--- src/rtl/dbg_state_pkg.sv ---
package dbg_state_pkg;

    typedef enum logic [1:0] {
        ST_RUN    = 2'd0,
        ST_DRAIN  = 2'd1,
        ST_HALTED = 2'd2
    } dbg_state_e;

    typedef enum logic [2:0] {
        CAUSE_NONE  = 3'd0,
        CAUSE_EXT   = 3'd1,
        CAUSE_INSTR = 3'd2,
        CAUSE_EVENT = 3'd3,
        CAUSE_REGWR = 3'd4
    } dbg_cause_e;

endpackage

--- src/rtl/dbg_src_arbiter.sv ---
module dbg_src_arbiter
    import dbg_state_pkg::*;
#(
    parameter int          DATA_W = 32,
    parameter logic [DATA_W-1:0] MAGIC = 32'hD0DE_0A11
) (
    input  logic              ext_dbg_req,
    input  logic              dbg_instr,
    input  logic              evt_pulse,
    input  logic              evt_enable,
    input  logic              reg_wr_en,
    input  logic [DATA_W-1:0] reg_wr_data,
    output logic              any_src,
    output dbg_cause_e        src_cause
);
    localparam int NUM_SRC = 4;

    logic [NUM_SRC-1:0] src_vec;

    assign src_vec[0] = ext_dbg_req;
    assign src_vec[1] = dbg_instr;
    assign src_vec[2] = evt_pulse & evt_enable;
    assign src_vec[3] = reg_wr_en & (reg_wr_data == MAGIC);

    assign any_src = |src_vec;

    // lowest index wins
    always_comb begin
        src_cause = CAUSE_NONE;
        for (int i = NUM_SRC - 1; i >= 0; i--) begin
            if (src_vec[i]) src_cause = dbg_cause_e'(i + 1);
        end
    end
endmodule

--- src/rtl/dbg_drain_timer.sv ---
module dbg_drain_timer #(
    parameter int CNT_W = 8
) (
    input  logic             clk,
    input  logic             rst_n,
    input  logic             load,
    input  logic [CNT_W-1:0] limit_in,
    input  logic             run,
    output logic             done
);
    localparam logic [CNT_W-1:0] ONE = CNT_W'(1);

    logic [CNT_W-1:0] limit_q;
    logic [CNT_W-1:0] cnt_q;

    always_ff @(posedge clk) begin
        if (!rst_n) begin
            limit_q <= ONE;
            cnt_q   <= '0;
        end else if (load) begin
            limit_q <= (limit_in == '0) ? ONE : limit_in;
            cnt_q   <= '0;
        end else if (run) begin
            cnt_q   <= done ? '0 : cnt_q + ONE;
        end
    end

    assign done = ({1'b0, cnt_q} + {{CNT_W{1'b0}}, 1'b1}) >= {1'b0, limit_q};
endmodule

--- src/rtl/dbg_state_ctrl.sv ---
module dbg_state_ctrl
    import dbg_state_pkg::*;
#(
    parameter int          DATA_W = 32,
    parameter int          CNT_W  = 8,
    parameter logic [DATA_W-1:0] MAGIC = 32'hD0DE_0A11
) (
    input  logic              clk,
    input  logic              rst_n,
    input  logic              ext_dbg_req,
    input  logic              dbg_instr,
    input  logic              evt_pulse,
    input  logic              evt_enable,
    input  logic              reg_wr_en,
    input  logic [DATA_W-1:0] reg_wr_data,
    input  logic [CNT_W-1:0]  drain_count,
    input  logic              resume_req,
    output logic              core_halt,
    output logic              busy,
    output logic [2:0]        entry_cause
);
    dbg_state_e state_q, state_d;
    dbg_cause_e cause_q, src_cause;
    logic       any_src;
    logic       drain_done;
    logic       enter;

    dbg_src_arbiter #(.DATA_W(DATA_W), .MAGIC(MAGIC)) u_arb (
        .ext_dbg_req (ext_dbg_req),
        .dbg_instr   (dbg_instr),
        .evt_pulse   (evt_pulse),
        .evt_enable  (evt_enable),
        .reg_wr_en   (reg_wr_en),
        .reg_wr_data (reg_wr_data),
        .any_src     (any_src),
        .src_cause   (src_cause)
    );

    assign enter = (state_q == ST_RUN) && any_src;

    dbg_drain_timer #(.CNT_W(CNT_W)) u_timer (
        .clk      (clk),
        .rst_n    (rst_n),
        .load     (enter),
        .limit_in (drain_count),
        .run      (state_q == ST_DRAIN),
        .done     (drain_done)
    );

    // next-state logic
    always_comb begin
        state_d = state_q;
        unique case (state_q)
            ST_RUN:    if (any_src)         state_d = ST_DRAIN;
            ST_DRAIN:  if (resume_req)      state_d = ST_RUN;
                       else if (drain_done) state_d = ST_HALTED;
            ST_HALTED: if (resume_req)      state_d = ST_RUN;
            default:                        state_d = ST_RUN;
        endcase
    end

    // state register
    always_ff @(posedge clk) begin
        if (!rst_n) begin
            state_q <= ST_RUN;
            cause_q <= CAUSE_NONE;
        end else begin
            state_q <= state_d;
            if (enter) cause_q <= src_cause;
        end
    end

    // outputs
    always_comb begin
        core_halt   = (state_q != ST_RUN);
        busy        = (state_q != ST_HALTED);
        entry_cause = cause_q;
    end
endmodule

--- config.mk ---
export PLATFORM = sky130hd
export DESIGN_NAME = dbg_state_ctrl
export DESIGN_NICKNAME = d
export VERILOG_FILES = /design/src/rtl/dbg_state_pkg.sv /design/src/rtl/dbg_src_arbiter.sv /design/src/rtl/dbg_drain_timer.sv /design/src/rtl/dbg_state_ctrl.sv
export SDC_FILE = /design/constraint.sdc
export NUM_CORES = 1
export LEC_CHECK = 0
export BUFFER_PORTS_ARGS = -buffer_cell sky130_fd_sc_hd__buf_2
export CORE_AREA = 2 2 70 72
export CTS_CLUSTER_SIZE = 8
export DETAILED_ROUTE_END_ITERATION = 8
export DIE_AREA = 0 0 72 74
export PLACE_DENSITY = 0.62
export SYNTH_ARGS = -nofsm -noshare
export SYNTH_HDL_FRONTEND = slang
export SYNTH_SLANG_ARGS = --single-unit
--- constraint.sdc ---
create_clock -name clk -period 2.8 [get_ports clk]
set_input_delay 0.42 -clock clk [delete_from_list [all_inputs] [get_ports clk]]
set_output_delay 0.42 -clock clk [all_outputs]
set_load 0.02 [all_outputs]
==> impl_summary.txt, run 1 <==
----------------------------------------------------
[Status]
  Outcome ... complete, no violations

[Yosys]
  Total number of yosys warnings ... 0
  Number of synthesized register bits ... 21
  Total nets after synthesis ... 217
  Synth async-reset ratio ... 0
  Post-synthesis sequential area ratio ... 0.314
  Cells after synthesis ... 160
  Leading register cell type out of synthesis ... dfxtp_1
  Number of synthesized flops with an enable pin ... 0
  Synthesized area per cell ... 8.38 um^2
  Netlist area before placement ... 1340 um^2
  Distinct cell type count after synthesis ... 39

[Setup path]
  Critical path buffers and inverters ... 0
  CP peak stage delay ... 380 ps
  Highest fanout seen on the critical path ... 8
  Worst endpoint required time ... 2960 ps
  Worst Path Arrival ... 2750 ps
  Kind of end point of the critical path ... flop
  Master of the slowest instance on the critical path ... dfxtp_2
  CP Launch Type ... flop
  CP Class ... reg2reg
  Kind of cell with the highest combined delay on the critical path ... compound AO/OA/AOI/OAI gates
  Critical-path cell list ... ha_2 > and3_1 > nand3_1 > xnor2_1 > ha_1 > a2111oi_2 > o21ai_1 > a21boi_4 > o21ai_0 > and3b_1

[Timing]
  Final worst path period need ... 2590 ps
  Worst slew margin relative to its limit ... 0.629
  Maximum frequency from static timing analysis ... 0.386 GHz
  Setup repair after global routing missed its margin ... false
  Final count of negative-setup-slack endpoints ... 0
  Post-route fraction of the period consumed by the critical path ... 0.925
  Slew at the pin with the worst max-slew slack ... 557 ps
  Final hold violation count ... 0
  Clock Skew ... 3.78 ps
  Total count of max-transition violations in the final report ... 0
  Final-layout setup total negative slack ... 0 ps

[Global routing]
  Wire length of the first global-routing pass ... 4910 um
  Via count of the first global-routing pass ... 1261
  Global route overflow ... 0
  Global-route total usage across every layer ... 0.116
  Antenna violations before repair ... 0
  Pin count of the biggest net entering global routing ... 16

[Die]
  Initial Utilization ... 0.291
  Die Y-Extent ... 74 um
  Floorplan die area ... 5330 um^2
  Cell Rows ... 25
  Area of the core ... 4600 um^2
  Die Span X ... 72 um
  I/O Pins ... 53

[Finish]
  Final Util ... 0.372
  Number of antenna diodes ... 0
  Area overhead of the layout relative to synthesis ... 27.7%
  Share of final-layout standard cells stronger than drive strength 1 ... 0.302
  Layout Nets ... 270

[Routing]
  1st-iter DRT viols ... 48
  Antenna violation net count after detailed routing ... 0
  Average routed wire per standard cell ... 11.2 um
  Count of unresolved DRC violations after routing ... 0
  Via density per instance ... 4.98
  Aggregate routed wire length ... 2990 um
  Detailed-router iteration count before antenna repair ... 4
  DR vias ... 1324

[CTS]
  CTS Root Buffer Type ... clkbuf_8
  # clock sinks ... 21
  Total setup buffers inserted after CTS ... 0
  H-tree Lvls ... 1
  Maximum buffer depth of the clock tree ... 2
  TritonCTS Buffers ... 3
  TritonCTS clock tree ... built
  Worst-skew pair later-pin latency ... 260 ps
  Clock-pin slew of the registers on the worst-case setup and hold paths ... 80 ps

[Power and ir drop]
  Max IR drop VDD ... 0.185 mV
  Pwr/cell area ... 410 nW/um^2
  Leakage power total ... 0.752 nW

[Run]
  Max Cap Violations ... 0

[Placed design]
  Number of buffer cells added on primary ports ... 52
  HPWL Detailed ... 2360 um
  Final weighted congestion in routability-driven placement ... 0.799

[Min path]
  Worst Hold Class ... in2reg

----------------------------------------------------
## registers in the layout, summed over array words and instances (netlist names)
register	flops
entry_cause	3
state_q	2
u_timer.limit_q	8
u_timer.cnt_q	8
## worst reg2reg max path: cells and delay by family (launching register included)
kind | cells | cell delay [ps]
compound gates | 4 | 910
flops | 1 | 380
fa+ha+maj | 2 | 530
xor+xnor | 1 | 160
simple gates | 3 | 520
## Yosys cell counts, types with 3 or more instances
cell	count	area [um^2]
mux2i_1	7	70.1
nor3_1	5	25.0
ha_1	9	113
a31oi_1	4	25.0
dfxtp_1	21	420
nand3_1	14	70.1
nand2b_1	3	18.8
nand2_1	16	60.1
a21oi_1	6	30.0
xnor2_1	5	43.8
and3_1	3	18.8
nor2b_1	10	62.6
nor2_1	4	15.0
clkbuf_1	4	15.0
o21ai_0	8	40.0
inv_1	9	33.8
## cells in the final DEF, fill, tap and decap left out, drive strengths merged, types with 4 or more instances in the layout
cell type,count
buf,53
dfxtp,21
o21ai,11
mux2i,7
nor2,4
ha,9
clkbuf,4
inv,9
nor3,5
xnor2,5
a21oi,6
nand2,16
nor2b,10
nand3,14
a31oi,4
## area by class of cell
type / instances / area, um^2
clock buffers: 4 / 45.0
fillers: 485 / 2890
inverters: 9 / 33.8
multi-input cells: 125 / 876
flip-flops and latches: 21 / 422
well taps: 54 / 67.6
repair buffers: 53 / 268
## metrics by stage
stage               std cells  hold WS [ps]  setup WS [ps]  total power [W]  area, um^2
floorplan                 160           462            347         0.000439        1340
global placement          262           443            123         0.000497        1650
detailed placement        262           447           34.3         0.000499        1650
CTS                       266           409           75.2         0.000710        1700
global route              266           420           56.1         0.000744        1710
finish                    266           408            209         0.000701        1710
## logic make-up (layout without fill, tap and decap cells)
kind of cell / Yosys count / count (layout) / share of synthesized area
simple gates: 74 / 74 / 0.328
compound gates: 29 / 29 / 0.138
flops: 21 / 21 / 0.314
buf+inv: 14 / 66 / 0.0448
fa+ha+maj: 9 / 9 / 0.0840
mux: 7 / 7 / 0.0523
xor+xnor: 6 / 6 / 0.0392
## routing by layer
metal  share of wire  vias up  GRT usage  wire length [um]
li1                -      680          -                 -
met1            0.44      595      0.124              1330
met2            0.47       45      0.212              1410
met3           0.075        4     0.0407               223
met4           0.010        0     0.0440                31
met5               0        -          0                 0
## power by group
part           internal [W]  switching (W)
Combinational     0.0000759      0.0000923
Sequential         0.000316      0.0000110
Clock              0.000102       0.000104
Total              0.000494       0.000208
## repair_timing
| item | in CTS | in global routing |
|---|---|---|
| pin swaps | 1 | 1 |
| endpoints found under the setup margin | 1 | 7 |
| gates resized for setup | 1 | 4 |
| hold buffers | 0 | 0 |
| cloned | 0 | 0 |
## path summary, 6_finish.rpt
path	from	cells after the start	slack (ps)	to
max	u_timer.cnt_q[0]	10	210	state_q[1]
max reg2reg	u_timer.cnt_q[0]	10	210	state_q[1]
min	drain_count[0]	3	410	u_timer.limit_q[0]
min reg2reg	entry_cause[1]	2	460	entry_cause[1]
(Power assumes the default switching activity.)
==> inputs of run 2 (changes only) <==
--- a/config.mk
+++ b/config.mk
@@ -10,7 +10,8 @@
 export CTS_CLUSTER_SIZE = 8
 export DETAILED_ROUTE_END_ITERATION = 8
 export DIE_AREA = 0 0 72 74
-export PLACE_DENSITY = 0.62
+export PLACE_DENSITY = 0.52
+export SKIP_LAST_GASP = 1
 export SYNTH_ARGS = -nofsm -noshare
 export SYNTH_HDL_FRONTEND = slang
 export SYNTH_SLANG_ARGS = --single-unit
==> run 2 against run 1 <==
Compared with the run above:
- routed wire length increased by 1.4%
- final cell count increased by 1.9%
- hold slack got worse by 13 ps
- maximum frequency increased by 2.9%
==> impl_summary.txt, run 2 (synthesized netlist as in run 1, its figures left out) <==
----------------------------------------------------
[Timing]
  Total count of max-transition violations in the final report ... 0
  Worst Setup Slack, final ... 283 ps
  Final-layout setup total negative slack ... 0 ps
  Final worst path period need ... 2520 ps
  Maximum frequency from static timing analysis ... 0.397 GHz
  Final count of negative-setup-slack endpoints ... 0
  Slew at the pin with the worst max-slew slack ... 424 ps
  Post-route fraction of the period consumed by the critical path ... 0.899
  Worst slew margin relative to its limit ... 0.710
  Final hold violation count ... 0
  Clock Skew ... 5.66 ps
  Setup repair after global routing missed its margin ... false

[Run]
  Max Cap Violations ... 0

[Min path]
  Destination of the worst hold path ... u_timer.limit_q[0]
  Worst hold stages ... 3
  Source of the worst hold timing path ... drain_count[0]
  Worst Hold Class ... in2reg

[Finish]
  Share of final-layout standard cells stronger than drive strength 1 ... 0.313
  Filler cells ... 476
  Combined flip-flop and latch cell area ... 422 um^2
  Number of antenna diodes ... 0
  Area used by multi-input combinational logic ... 861 um^2
  Most common cell after layout, fill and taps aside ... buf_2
  Area overhead of the layout relative to synthesis ... 29.5%
  Layout Nets ... 275
  Commonest non-fill, non-tap cells in the layout ... buf_2, dfxtp_1, nand2_1, nand3_1, nor2b_1

[Power and ir drop]
  Max IR drop VDD ... 0.194 mV
  Pwr/cell area ... 403 nW/um^2
  Leakage power total ... 0.771 nW

[Die]
  Initial Utilization ... 0.291
  Die Y-Extent ... 74 um
  Floorplan die area ... 5330 um^2
  Cell Rows ... 25
  Die Span X ... 72 um
  I/O Pins ... 53
  Area of the core ... 4600 um^2

[Routing]
  Detailed-router iteration count before antenna repair ... 4
  Antenna violation net count after detailed routing ... 0
  Count of unresolved DRC violations after routing ... 0
  1st-iter DRT viols ... 36
  Via density per instance ... 4.90
  DR vias ... 1328
  Average routed wire per standard cell ... 11.2 um
  Aggregate routed wire length ... 3030 um

[CTS]
  TritonCTS Buffers ... 3
  H-tree Lvls ... 1
  Worst-skew pair later-pin latency ... 260 ps
  CTS Root Buffer Type ... clkbuf_8
  Clock-pin slew of the registers on the worst-case setup and hold paths ... 80 ps
  Maximum buffer depth of the clock tree ... 2
  # clock sinks ... 21
  TritonCTS clock tree ... built
  Cts hold-fix bufs ... 0

[Status]
  Outcome ... complete, no violations

[Setup path]
  CP peak stage delay ... 370 ps
  Highest fanout seen on the critical path ... 4
  Cell occurring most often along the worst timing path ... ha_1
  R2R Setup Slk ... 280 ps
  Kind of end point of the critical path ... flop
  Worst flop-to-flop path startpoint ... u_timer.cnt_q[1]
  Worst r2r path cells ... 11
  Master of the slowest instance on the critical path ... dfxtp_1
  Terminus of the critical flop-to-flop path ... state_q[1]
  CP Launch Type ... flop
  Worst endpoint required time ... 2960 ps
  Critical-path cell list ... ha_1 > and3_1 > nand3_1 > xnor2_1 > ha_1 > a2111oi_1 > o21ai_1 > a21boi_2 > buf_4 > o21ai_0 > and3b_1
  Worst setup path startpoint ... u_timer.cnt_q[1]
  Worst Path Arrival ... 2670 ps
  CP Class ... reg2reg

[Global routing]
  Via count of the first global-routing pass ... 1206
  Wire length of the first global-routing pass ... 5110 um
  Global-route total usage across every layer ... 0.120
  Antenna violations before repair ... 0
  Global route overflow ... 0
  Pin count of the biggest net entering global routing ... 16

[Placed design]
  Pre-CTS worst setup slack ... 153 ps
  Final weighted congestion in routability-driven placement ... 0.760
  Number of buffer cells added on primary ports ... 52
  HPWL Detailed ... 2510 um

----------------------------------------------------
## run 2: area by class of cell
type | instances | share of cell area
Clock buffer | 3 | 0.0238
Clock inverter | 1 | 0.00288
Inverter | 9 | 0.0195
Multi-Input combinational cell | 125 | 0.496
Sequential cell | 21 | 0.243
Tap cell | 54 | 0.0389
Timing Repair Buffer | 58 | 0.176
## run 2: how the worst max path moves through the flow
stage | cells after the start | end | slack [ps]
after detailed placement | 11 | u_timer.cnt_q[3] | 150
after CTS | 11 | u_timer.cnt_q[3] | 120
final | 11 | state_q[1] | 280
after global routing | 11 | state_q[1] | 30
after global placement | 11 | u_timer.cnt_q[3] | 260
after floorplan | 10 | state_q[1] | 350
## run 2: routing by layer
metal | GRT usage | share of wire | vias to the layer above | wire length, um
li1 | - | - | 692 | -
met1 | 0.141 | 0.46 | 585 | 1390
met2 | 0.222 | 0.48 | 49 | 1440
met3 | 0.0149 | 0.056 | 2 | 169
met4 | 0.0440 | 0.011 | 0 | 33
met5 | 0 | 0 | - | 0
## run 2: where the power goes
| part | switching [W] | internal (W) |
|---|---|---|
| Combinational | 0.0000901 | 0.0000833 |
| Clock | 0.000101 | 0.0000991 |
| Sequential | 0.0000107 | 0.000316 |
| Total | 0.000202 | 0.000499 |
## run 2: repair_timing
item	CTS	global route
buffers inserted	0	1
endpoints found under the setup margin	0	5
gates resized for setup	0	2
## run 2: metrics by stage
step / hold slack, ps / std cells / utilization / total power, W / instance area, um^2
finish: 395 / 271 / 0.377 / 0.000700 / 1740
global route: 398 / 271 / 0.377 / 0.000752 / 1740
CTS: 394 / 270 / 0.375 / 0.000711 / 1730
floorplan: 462 / 160 / - / 0.000439 / 1340
detailed placement: 449 / 266 / 0.365 / 0.000505 / 1680
global placement: 442 / 266 / 0.365 / 0.000506 / 1680
## run 2: critical path: cells and delay by family (launching register included)
family                     cells  cell delay [ps]
AOI/OAI and AO/OA              4              790
xor gates and xnor gates       1              160
adders and majority gates      2              450
buffers and inverters          1              150
DFF                            1              370
and+or+nand+nor                3              490
